<file path="src/rtl/serreg_pkg.sv">
package serreg_pkg;
  localparam int DATA_W  = 10;
  localparam int NREG    = 8;
  localparam int IDX_W   = 3;
  localparam int CHIP_W  = 2;
  localparam int FRAME_W = CHIP_W + 1 + IDX_W + DATA_W;

  typedef struct packed {
    logic [CHIP_W-1:0] chip;
    logic              rd;
    logic [IDX_W-1:0]  idx;
    logic [DATA_W-1:0] data;
  } frame_t;

  function automatic logic [DATA_W-1:0] reg_mask(input int i);
    case (i)
      0:       return DATA_W'(10'h1FF);
      1:       return DATA_W'(10'h0FF);
      2, 3:    return DATA_W'(10'h3FF);
      4, 5:    return DATA_W'(10'h0FF);
      6:       return DATA_W'(10'h07F);
      7:       return DATA_W'(10'h00F);
      default: return '0;
    endcase
  endfunction

  function automatic logic [DATA_W-1:0] reg_default(input int i);
    case (i)
      2, 3:    return DATA_W'(10'h040);
      4, 5:    return DATA_W'(10'h050);
      default: return '0;
    endcase
  endfunction
endpackage

</file>
<file path="src/rtl/serreg_sync.sv">
module serreg_sync #(
  parameter int WIDTH  = 1,
  parameter int STAGES = 2
) (
  input  logic             clk,
  input  logic             rst,
  input  logic [WIDTH-1:0] d,
  output logic [WIDTH-1:0] q
);
  logic [WIDTH-1:0] chain [STAGES];

  always_ff @(posedge clk) begin
    if (rst) begin
      for (int s = 0; s < STAGES; s++) chain[s] <= '0;
    end else begin
      chain[0] <= d;
      for (int s = 1; s < STAGES; s++) chain[s] <= chain[s-1];
    end
  end

  assign q = chain[STAGES-1];
endmodule

</file>
<file path="src/rtl/serreg_edge.sv">
module serreg_edge #(
  parameter int WIDTH  = 2,
  parameter int STAGES = 2
) (
  input  logic             clk,
  input  logic             rst,
  input  logic [WIDTH-1:0] d,
  output logic [WIDTH-1:0] rise
);
  logic [WIDTH-1:0] lvl;
  logic [WIDTH-1:0] prev;

  serreg_sync #(.WIDTH(WIDTH), .STAGES(STAGES)) u_sync (
    .clk (clk),
    .rst (rst),
    .d   (d),
    .q   (lvl)
  );

  always_ff @(posedge clk) begin
    if (rst) begin
      prev <= '0;
      rise <= '0;
    end else begin
      prev <= lvl;
      rise <= lvl & ~prev;
    end
  end

  genvar g;
  generate
    for (g = 0; g < WIDTH; g++) begin : g_chk
      AST_RISE_SINGLE: assert property (@(posedge clk) disable iff (rst)
        rise[g] |=> !rise[g]);
    end
  endgenerate
endmodule

</file>
<file path="src/rtl/serreg_shifter.sv">
module serreg_shifter
  import serreg_pkg::*;
(
  input  logic   clk,
  input  logic   rst,
  input  logic   shift_i,
  input  logic   sdi_i,
  output frame_t frame_o
);
  logic [FRAME_W-1:0] sh;

  always_ff @(posedge clk) begin
    if (rst)          sh <= '0;
    else if (shift_i) sh <= {sh[FRAME_W-2:0], sdi_i};
  end

  assign frame_o = frame_t'(sh);

  AST_SHIFT_LSB: assert property (@(posedge clk) disable iff (rst)
    shift_i |=> sh[0] == $past(sdi_i));
  AST_SHIFT_HOLD: assert property (@(posedge clk) disable iff (rst)
    !shift_i |=> $stable(sh));
endmodule

</file>
<file path="src/rtl/serreg_bank.sv">
module serreg_bank
  import serreg_pkg::*;
(
  input  logic                     clk,
  input  logic                     rst,
  input  logic                     commit_i,
  input  frame_t                   frame_i,
  input  logic [CHIP_W-1:0]        chip_id_i,
  input  logic                     busy_i,
  output logic                     rd_req_o,
  output logic [DATA_W-1:0]        rd_val_o,
  output logic [NREG*DATA_W-1:0]   regs_o
);
  logic [DATA_W-1:0] regs [NREG];
  logic              match;
  logic              wr_en;
  logic              rd_en;

  assign match = (frame_i.chip == chip_id_i);
  assign wr_en = commit_i && match && !frame_i.rd && !busy_i;
  assign rd_en = commit_i && match &&  frame_i.rd && !busy_i;

  genvar g;
  generate
    for (g = 0; g < NREG; g++) begin : g_reg
      always_ff @(posedge clk) begin
        if (rst)
          regs[g] <= reg_default(g);
        else if (wr_en && (int'(frame_i.idx) == g))
          regs[g] <= frame_i.data & reg_mask(g);
      end
      assign regs_o[g*DATA_W +: DATA_W] = regs[g];

      AST_FIXED_ZERO: assert property (@(posedge clk) disable iff (rst)
        (regs[g] & ~reg_mask(g)) == '0);
    end
  endgenerate

  always_ff @(posedge clk) begin
    if (rst) begin
      rd_req_o <= 1'b0;
      rd_val_o <= '0;
    end else begin
      rd_req_o <= rd_en;
      if (rd_en) begin
        if (int'(frame_i.idx) < NREG) rd_val_o <= regs[frame_i.idx];
        else                          rd_val_o <= '0;
      end
    end
  end

  AST_MISMATCH_KEEP: assert property (@(posedge clk) disable iff (rst)
    (commit_i && (frame_i.chip != chip_id_i)) |=> $stable(regs_o));
  AST_BUSY_KEEP: assert property (@(posedge clk) disable iff (rst)
    (commit_i && busy_i) |=> $stable(regs_o));
  AST_BUSY_NO_READ: assert property (@(posedge clk) disable iff (rst)
    (commit_i && busy_i) |=> !rd_req_o);
endmodule

</file>
<file path="src/rtl/serreg_readout.sv">
module serreg_readout
  import serreg_pkg::*;
(
  input  logic              clk,
  input  logic              rst,
  input  logic              load_i,
  input  logic [DATA_W-1:0] val_i,
  input  logic              shift_i,
  output logic              busy_o,
  output logic              rdo_o
);
  localparam int CW = $clog2(DATA_W);

  logic [DATA_W-1:0] sh;
  logic [CW-1:0]     cnt;

  always_ff @(posedge clk) begin
    if (rst) begin
      busy_o <= 1'b0;
      rdo_o  <= 1'b0;
      sh     <= '0;
      cnt    <= '0;
    end else if (load_i) begin
      busy_o <= 1'b1;
      sh     <= val_i;
      rdo_o  <= val_i[DATA_W-1];
      cnt    <= CW'(DATA_W-1);
    end else if (shift_i && busy_o) begin
      if (cnt != '0) begin
        sh    <= {sh[DATA_W-2:0], 1'b0};
        rdo_o <= sh[DATA_W-2];
        cnt   <= cnt - 1'b1;
      end else begin
        busy_o <= 1'b0;
        rdo_o  <= 1'b0;
      end
    end
  end

  AST_IDLE_LOW: assert property (@(posedge clk) disable iff (rst)
    !busy_o |-> !rdo_o);
  AST_FIRST_BIT: assert property (@(posedge clk) disable iff (rst)
    load_i |=> (busy_o && rdo_o == $past(val_i[DATA_W-1])));
endmodule

</file>
<file path="src/rtl/serreg_port.sv">
module serreg_port
  import serreg_pkg::*;
#(
  parameter int SYNC_STAGES = 2
) (
  input  logic                   clk,
  input  logic                   rst,
  input  logic                   sclk,
  input  logic                   sdi,
  input  logic                   wrt,
  input  logic [CHIP_W-1:0]      chip_id,
  output logic                   rdo,
  output logic [NREG*DATA_W-1:0] regs_flat
);
  logic [1:0]        rise;
  logic              sdi_s;
  frame_t            frame;
  logic              busy;
  logic              rd_req;
  logic [DATA_W-1:0] rd_val;

  serreg_edge #(.WIDTH(2), .STAGES(SYNC_STAGES)) u_edge (
    .clk  (clk),
    .rst  (rst),
    .d    ({wrt, sclk}),
    .rise (rise)
  );

  serreg_sync #(.WIDTH(1), .STAGES(SYNC_STAGES)) u_sdi_sync (
    .clk (clk),
    .rst (rst),
    .d   (sdi),
    .q   (sdi_s)
  );

  serreg_shifter u_shift (
    .clk     (clk),
    .rst     (rst),
    .shift_i (rise[0]),
    .sdi_i   (sdi_s),
    .frame_o (frame)
  );

  serreg_bank u_bank (
    .clk       (clk),
    .rst       (rst),
    .commit_i  (rise[1]),
    .frame_i   (frame),
    .chip_id_i (chip_id),
    .busy_i    (busy),
    .rd_req_o  (rd_req),
    .rd_val_o  (rd_val),
    .regs_o    (regs_flat)
  );

  serreg_readout u_rd (
    .clk     (clk),
    .rst     (rst),
    .load_i  (rd_req),
    .val_i   (rd_val),
    .shift_i (rise[0]),
    .busy_o  (busy),
    .rdo_o   (rdo)
  );
endmodule

</file>
<file path="config.mk">
export PLATFORM = sky130hd
export DESIGN_NAME = serreg_port
export DESIGN_NICKNAME = d
export VERILOG_FILES = /design/src/rtl/serreg_pkg.sv /design/src/rtl/serreg_sync.sv /design/src/rtl/serreg_edge.sv /design/src/rtl/serreg_shifter.sv /design/src/rtl/serreg_bank.sv /design/src/rtl/serreg_readout.sv /design/src/rtl/serreg_port.sv
export SDC_FILE = /design/constraint.sdc
export NUM_CORES = 1
export LEC_CHECK = 0
export BUFFER_PORTS_ARGS = -buffer_cell sky130_fd_sc_hd__buf_2
export CORE_ASPECT_RATIO = 0.9
export CORE_MARGIN = 2
export CORE_UTILIZATION = 50
export DETAILED_ROUTE_END_ITERATION = 6
export GPL_TIMING_DRIVEN = 1
export PLACE_DENSITY = 0.72
export SETUP_SLACK_MARGIN = 0.2
export SYNTH_ARGS = -nofsm -noshare
export SYNTH_HDL_FRONTEND = slang
export SYNTH_SLANG_ARGS = --single-unit
export TNS_END_PERCENT = 10
</file>
<file path="constraint.sdc">
create_clock -name clk -period 3.79 [get_ports clk]
set_clock_uncertainty 0.15 [all_clocks]
set_input_delay 0.758 -clock clk [delete_from_list [all_inputs] [get_ports clk]]
set_output_delay 0.758 -clock clk [all_outputs]
set_load 0.01 [all_outputs]
</file>
Yosys cells after proc, flatten, opt, wreduce, memory -nomap -nowiden:

Memory sizes are Yosys's and may differ from the RTL's. A register that Yosys moved wholly into a read port is not among the register bits.
Cells that the tools add are included.

* bitwise operators: 14
* multiplexer cells: 51
* reductions and logical operators: 24
* equality and inequality tests: 9
* add/sub/neg operators: 1

Operator list (number)
* $mux 10: 8
* $mux 1: 35
* $mux 9: 3
* $logic_and 1x1->1: 14
* $eq 3x3->1 const B: 4
* $mux 4: 3
* $or 1x1->1: 12
* $eq 3x2->1 const B: 2
* $reduce_and 2->1: 3
* $mux 2: 2
* $reduce_bool 2->1: 2
* $reduce_bool 4->1: 1
* $sub 4x1->4 const B: 1
* $eq 3x1->1 const B: 1
* $logic_not 3->1: 1
* $and 2x2->2: 1
* $eq 2x2->1: 1
* $logic_not 1->1: 2
* $ne 2x2->1 const B: 1
* $not 2->2: 1
* $reduce_or 2->1: 1

* bits in writable memories: 86
* memories: 3
* register bits: 36
* bits of input ports: 7
* word-level logic and storage cells: 111

Memories
* u_bank.regs: words 8, bits a word 10, read ports 9, clocked after memory_dff 1, write ports 8, line serreg_bank.sv:14 `logic [DATA_W-1:0] regs [NREG];`
* u_edge.u_sync.chain: words 2, bits a word 2, read ports 2, clocked after memory_dff 0, write ports 2, line serreg_sync.sv:10 `logic [WIDTH-1:0] chain [STAGES];`
* u_sdi_sync.chain: words 2, bits a word 1, read ports 2, clocked after memory_dff 1, write ports 2, line serreg_sync.sv:10

Logic depth before layout (Yosys ltp):

* depth in word-level cells: 9
* gate-level depth with buffers: 7
* gate-level depth less buffers: 6

By module:

Synthesis repeated with hierarchy kept, for this count alone.

* cells, all modules: 426
* area, all modules: 5210.0 um^2

By module, submodules not included
* serreg_bank: seq. area each 2142.1 um^2, cells an instance 266, instances 1, area each 3616.0 um^2
* serreg_readout: seq. area each 300.3 um^2, cells an instance 86, instances 1, area each 723.2 um^2
* serreg_shifter: seq. area each 320.3 um^2, cells an instance 52, instances 1, area each 580.6 um^2
* serreg_sync (u_edge.u_sync): seq. area each 80.1 um^2, cells an instance 10, instances 1, area each 120.1 um^2
* serreg_edge: seq. area each 80.1 um^2, cells an instance 8, instances 1, area each 117.6 um^2
* serreg_sync (u_sdi_sync): seq. area each 40.0 um^2, cells an instance 4, instances 1, area each 52.6 um^2

Least setup slack after synthesis:

OpenSTA, ideal clock, no wires.

* path type: input-to-reg
* start point: input port rst
* end point: memory u_bank.regs[2][0] (enable)
* path slack: 1.465 ns
* stages on the path: 4
* buffers on the path: 3
* data arrival time: 1.839 ns
* cell sequence: buf_2 -> clkbuf_1 -> clkbuf_1 -> a21o_1

RTL lines
* start, declared: line serreg_port.sv:7 `input logic rst,`
* end, declared: line serreg_bank.sv:14

==> flow_summary.ini <==
[sta]
rsz0062_at_grt = no
finalCritPeriodShare_pct = 69.09
finalCriticalPeriod_ps = 2618
fmax_ghz = 0.3819
final.setup.tns_ps = 0
setup_viol = 0
finalHoldViolations = 0
tightest_slew_ps = 811.1
whs_ps = 240.2
slew_violations = 0
max_slew_margin_pct = 45.77
worst_slack_ps = 1172

[die]
die_w_um = 110.7
initial_utilization_pct = 50.60
die_area_sq_mm = 0.01106
ios = 88
core-area_sq_mm = 0.01012
fp-row-count = 35
die_h_um = 99.99

[clocking]
post_cts_resized = 0
clock-sinks = 116
cts.clk_slew.worst_paths_ps = 60
postCtsHoldBufs = 0
cts_buffers = 17
cts_root_buffer = clkbuf_16
cts_tree = yes
cts_max_path_buffers = 2
post-cts-setup-buffers = 0
htree_levels = 4
clock_latency_ps = 400

[grt]
grt_pass1_vias = 3412
grt_usage_pct = 22.13
grt_pass1_wl_mm = 18.67
overflow = 0
antenna_found_initial = 0
use_met1_pct = 29.55
gr-usage-met3_pct = 4.529
use_met2_pct = 36.72
grt_max_degree = 49
busiest_layer = met2

[setup_path]
critical_path_class = input port to flop
cp_slowest_cell = nand3_1
worstSetupEndpointType = flop
crit_family = simple AND/OR/NAND/NOR gates
start_kind = input port
critPathRequiredTime_ps = 3700
critical_path_buf_inv_count = 1
arrival_ps = 2530
cp_cell_sequence = buf_2 > xnor2_1 > nand3_1 > nor3b_2 > a21o_1
cpPeakStageDelay_ps = 590
r2r_end = u_bank.regs[4][1]
rrSetupSlack_ps = 1280
reg2regPathDepth = 4
critPathMaxFanout = 11
timing.rr.start = u_shift.frame_o[15]

[route]
drt_first_iter_violations = 236
vias_per_cell = 5.413
final_antenna_net_count = 0
via_count = 3421
drtPass1Iterations = 4
routed_wl_mm = 12.07
drcViolationCount = 0
wl_per_cell_um = 19.10

[power]
p_leak_nw = 2.307
p_seq_share_pct = 43.4
switchingPower_mw = 0.6429
clockPowerShare_pct = 53.6
vdd_drop_max_v = 0.0003961
p_int_mw = 2.514
p_sw_share_pct = 20.37
p_per_area_mw_per_mm2 = 514.5
comb_power_share_pct = 3.0

[yosys]
synthCells = 419
ys_warn_count = 0
synth_edf_count = 64
synth_cell_types = 44
yosysSeqAreaShare_pct = 57.88
async_flop_share_pct = 0
netlist_top_cells_area = edfxtp_1, dfxtp_1, and2_1
synth_area_per_cell_sq_um = 12.22
yosysTopAreaCell = edfxtp_1
synth_area_sq_mm = 0.005119
synth_top_area_share_pct = 37.55
yosys_register_bits = 116
ys.flop_type = edfxtp_1

[final_layout]
final_cell_mix = buf_2, edfxtp_1, and2_1, dfxtp_1, nor2_1
finalNetCount = 498
synthToLayoutAreaGrowth_pct = 19.87
layout_commonest_cell = buf_2
antenna_cells = 0
drive_gt1_share_pct = 25.65

[placement]
preCtsSetupSlack_ps = 764.1
gp_congestion = 0.8042
io_buffers = 71
place_hpwl_mm = 8.262

[worst_hold_path]
hp-start = u_edge.prev[0]
hold_path.class = flop to flop
min_path_cells = 1
min_to = u_edge.rise[0]

[status]
outcome = finished clean

[flow_run]
cap_viol_max_count = 0
==> power groups by stage <==
stage | Combinational, mW | Clock (mW) | Sequential [mW]
3_5_place_dp | 0.0965 | 0 | 1.39
6_report | 0.0961 | 1.69 | 1.37
4_1_cts | 0.0971 | 1.71 | 1.37
3_3_place_gp | 0.0947 | 0 | 1.39
2_1_floorplan | 0.0607 | 0 | 1.40
5_1_grt | 0.104 | 1.76 | 1.37
==> kinds of logic (layout without fill, tap and decap cells) <==
| kind of cell | count (synthesis) | in the layout | synth area share, % |
|---|---|---|---|
| and+or+nand+nor | 174 | 174 | 20.07 |
| buffers and inverters | 45 | 114 | 5.035 |
| other | 1 | 16 | 0.07326 |
| adders and majority gates | 1 | 1 | 0.2444 |
| muxes | 38 | 38 | 10.36 |
| DFF | 116 | 116 | 57.88 |
| AOI/OAI and AO/OA | 39 | 39 | 5.476 |
| xor gates and xnor gates | 5 | 5 | 0.8555 |
==> area by class of cell <==
class,count,area (sq um)
timing repair buffer,77,400.4
clock buffer,21,493.0
tap,129,161.4
fill,785,3980
inverter,5,18.77
clock inverter,11,145.1
sequential,116,2963
multi-input combinational,273,1954
==> metal layers <==
| metal | up-vias | share of wire (%) |
|---|---|---|
| li1 | 1597 | - |
| met1 | 1675 | 42 |
| met2 | 136 | 50 |
| met3 | 13 | 6.8 |
| met4 | 0 | 1.1 |
| met5 | - | 0 |
==> state kept, by name, summed over array words and instances, names as in the netlist <==
| signal | flops |
|---|---|
| u_sdi_sync.chain | 2 |
| u_shift.frame_o | 16 |
| u_bank.rd_val_o | 10 |
| u_rd.busy_o | 1 |
| u_rd.cnt | 4 |
| u_rd.sh | 9 |
| u_edge.u_sync.chain | 4 |
| u_bank.regs | 64 |
| u_rd.rdo_o | 1 |
| u_edge.prev | 2 |
| u_edge.rise | 2 |
| u_bank.rd_req_o | 1 |
==> through the flow <==
step	cells	instance area [sq um]	util, %	power [mW]
final	632	6136	60.66	3.157
after global routing	632	6136	60.66	3.233
after CTS	632	6136	60.66	3.171
after detailed placement	600	5498	54.35	1.490
after global placement	600	5498	54.35	1.488
after floorplan	434	5175	-	1.459
==> worst max-delay path by stage <==
| stage | startpoint | endpoint | slack [ps] | depth (start not counted) |
|---|---|---|---|---|
| after floorplan | rst | u_bank.regs[2][0] | 1460 | 4 |
| after global placement | chip_id[1] | u_bank.regs[4][6] | 850 | 5 |
| after detailed placement | chip_id[1] | u_bank.regs[4][5] | 760 | 5 |
| after CTS | chip_id[1] | u_bank.regs[4][1] | 1190 | 5 |
| after global routing | chip_id[1] | u_bank.regs[4][1] | 1090 | 5 |
| final | chip_id[1] | u_bank.regs[4][1] | 1170 | 5 |
==> synthesized netlist by cell type (2+ instances only) <==
cell / count
nor4_4: 4
nor3_1: 7
buf_4: 18
nand2_1: 23
edfxtp_1: 64
mux4_2: 12
mux2i_1: 26
nand3b_1: 3
a211oi_1: 7
nor3_2: 2
a21oi_1: 7
clkbuf_1: 10
nand2b_1: 9
nor2b_1: 23
a21o_1: 7
buf_2: 11
dfxtp_1: 52
inv_1: 4
and2_1: 58
nor2_1: 33
o21ai_0: 4
nand3_1: 3
xnor2_1: 4
a221oi_1: 2
a311oi_1: 7
Note: power is estimated with default switching activity, not from simulation.
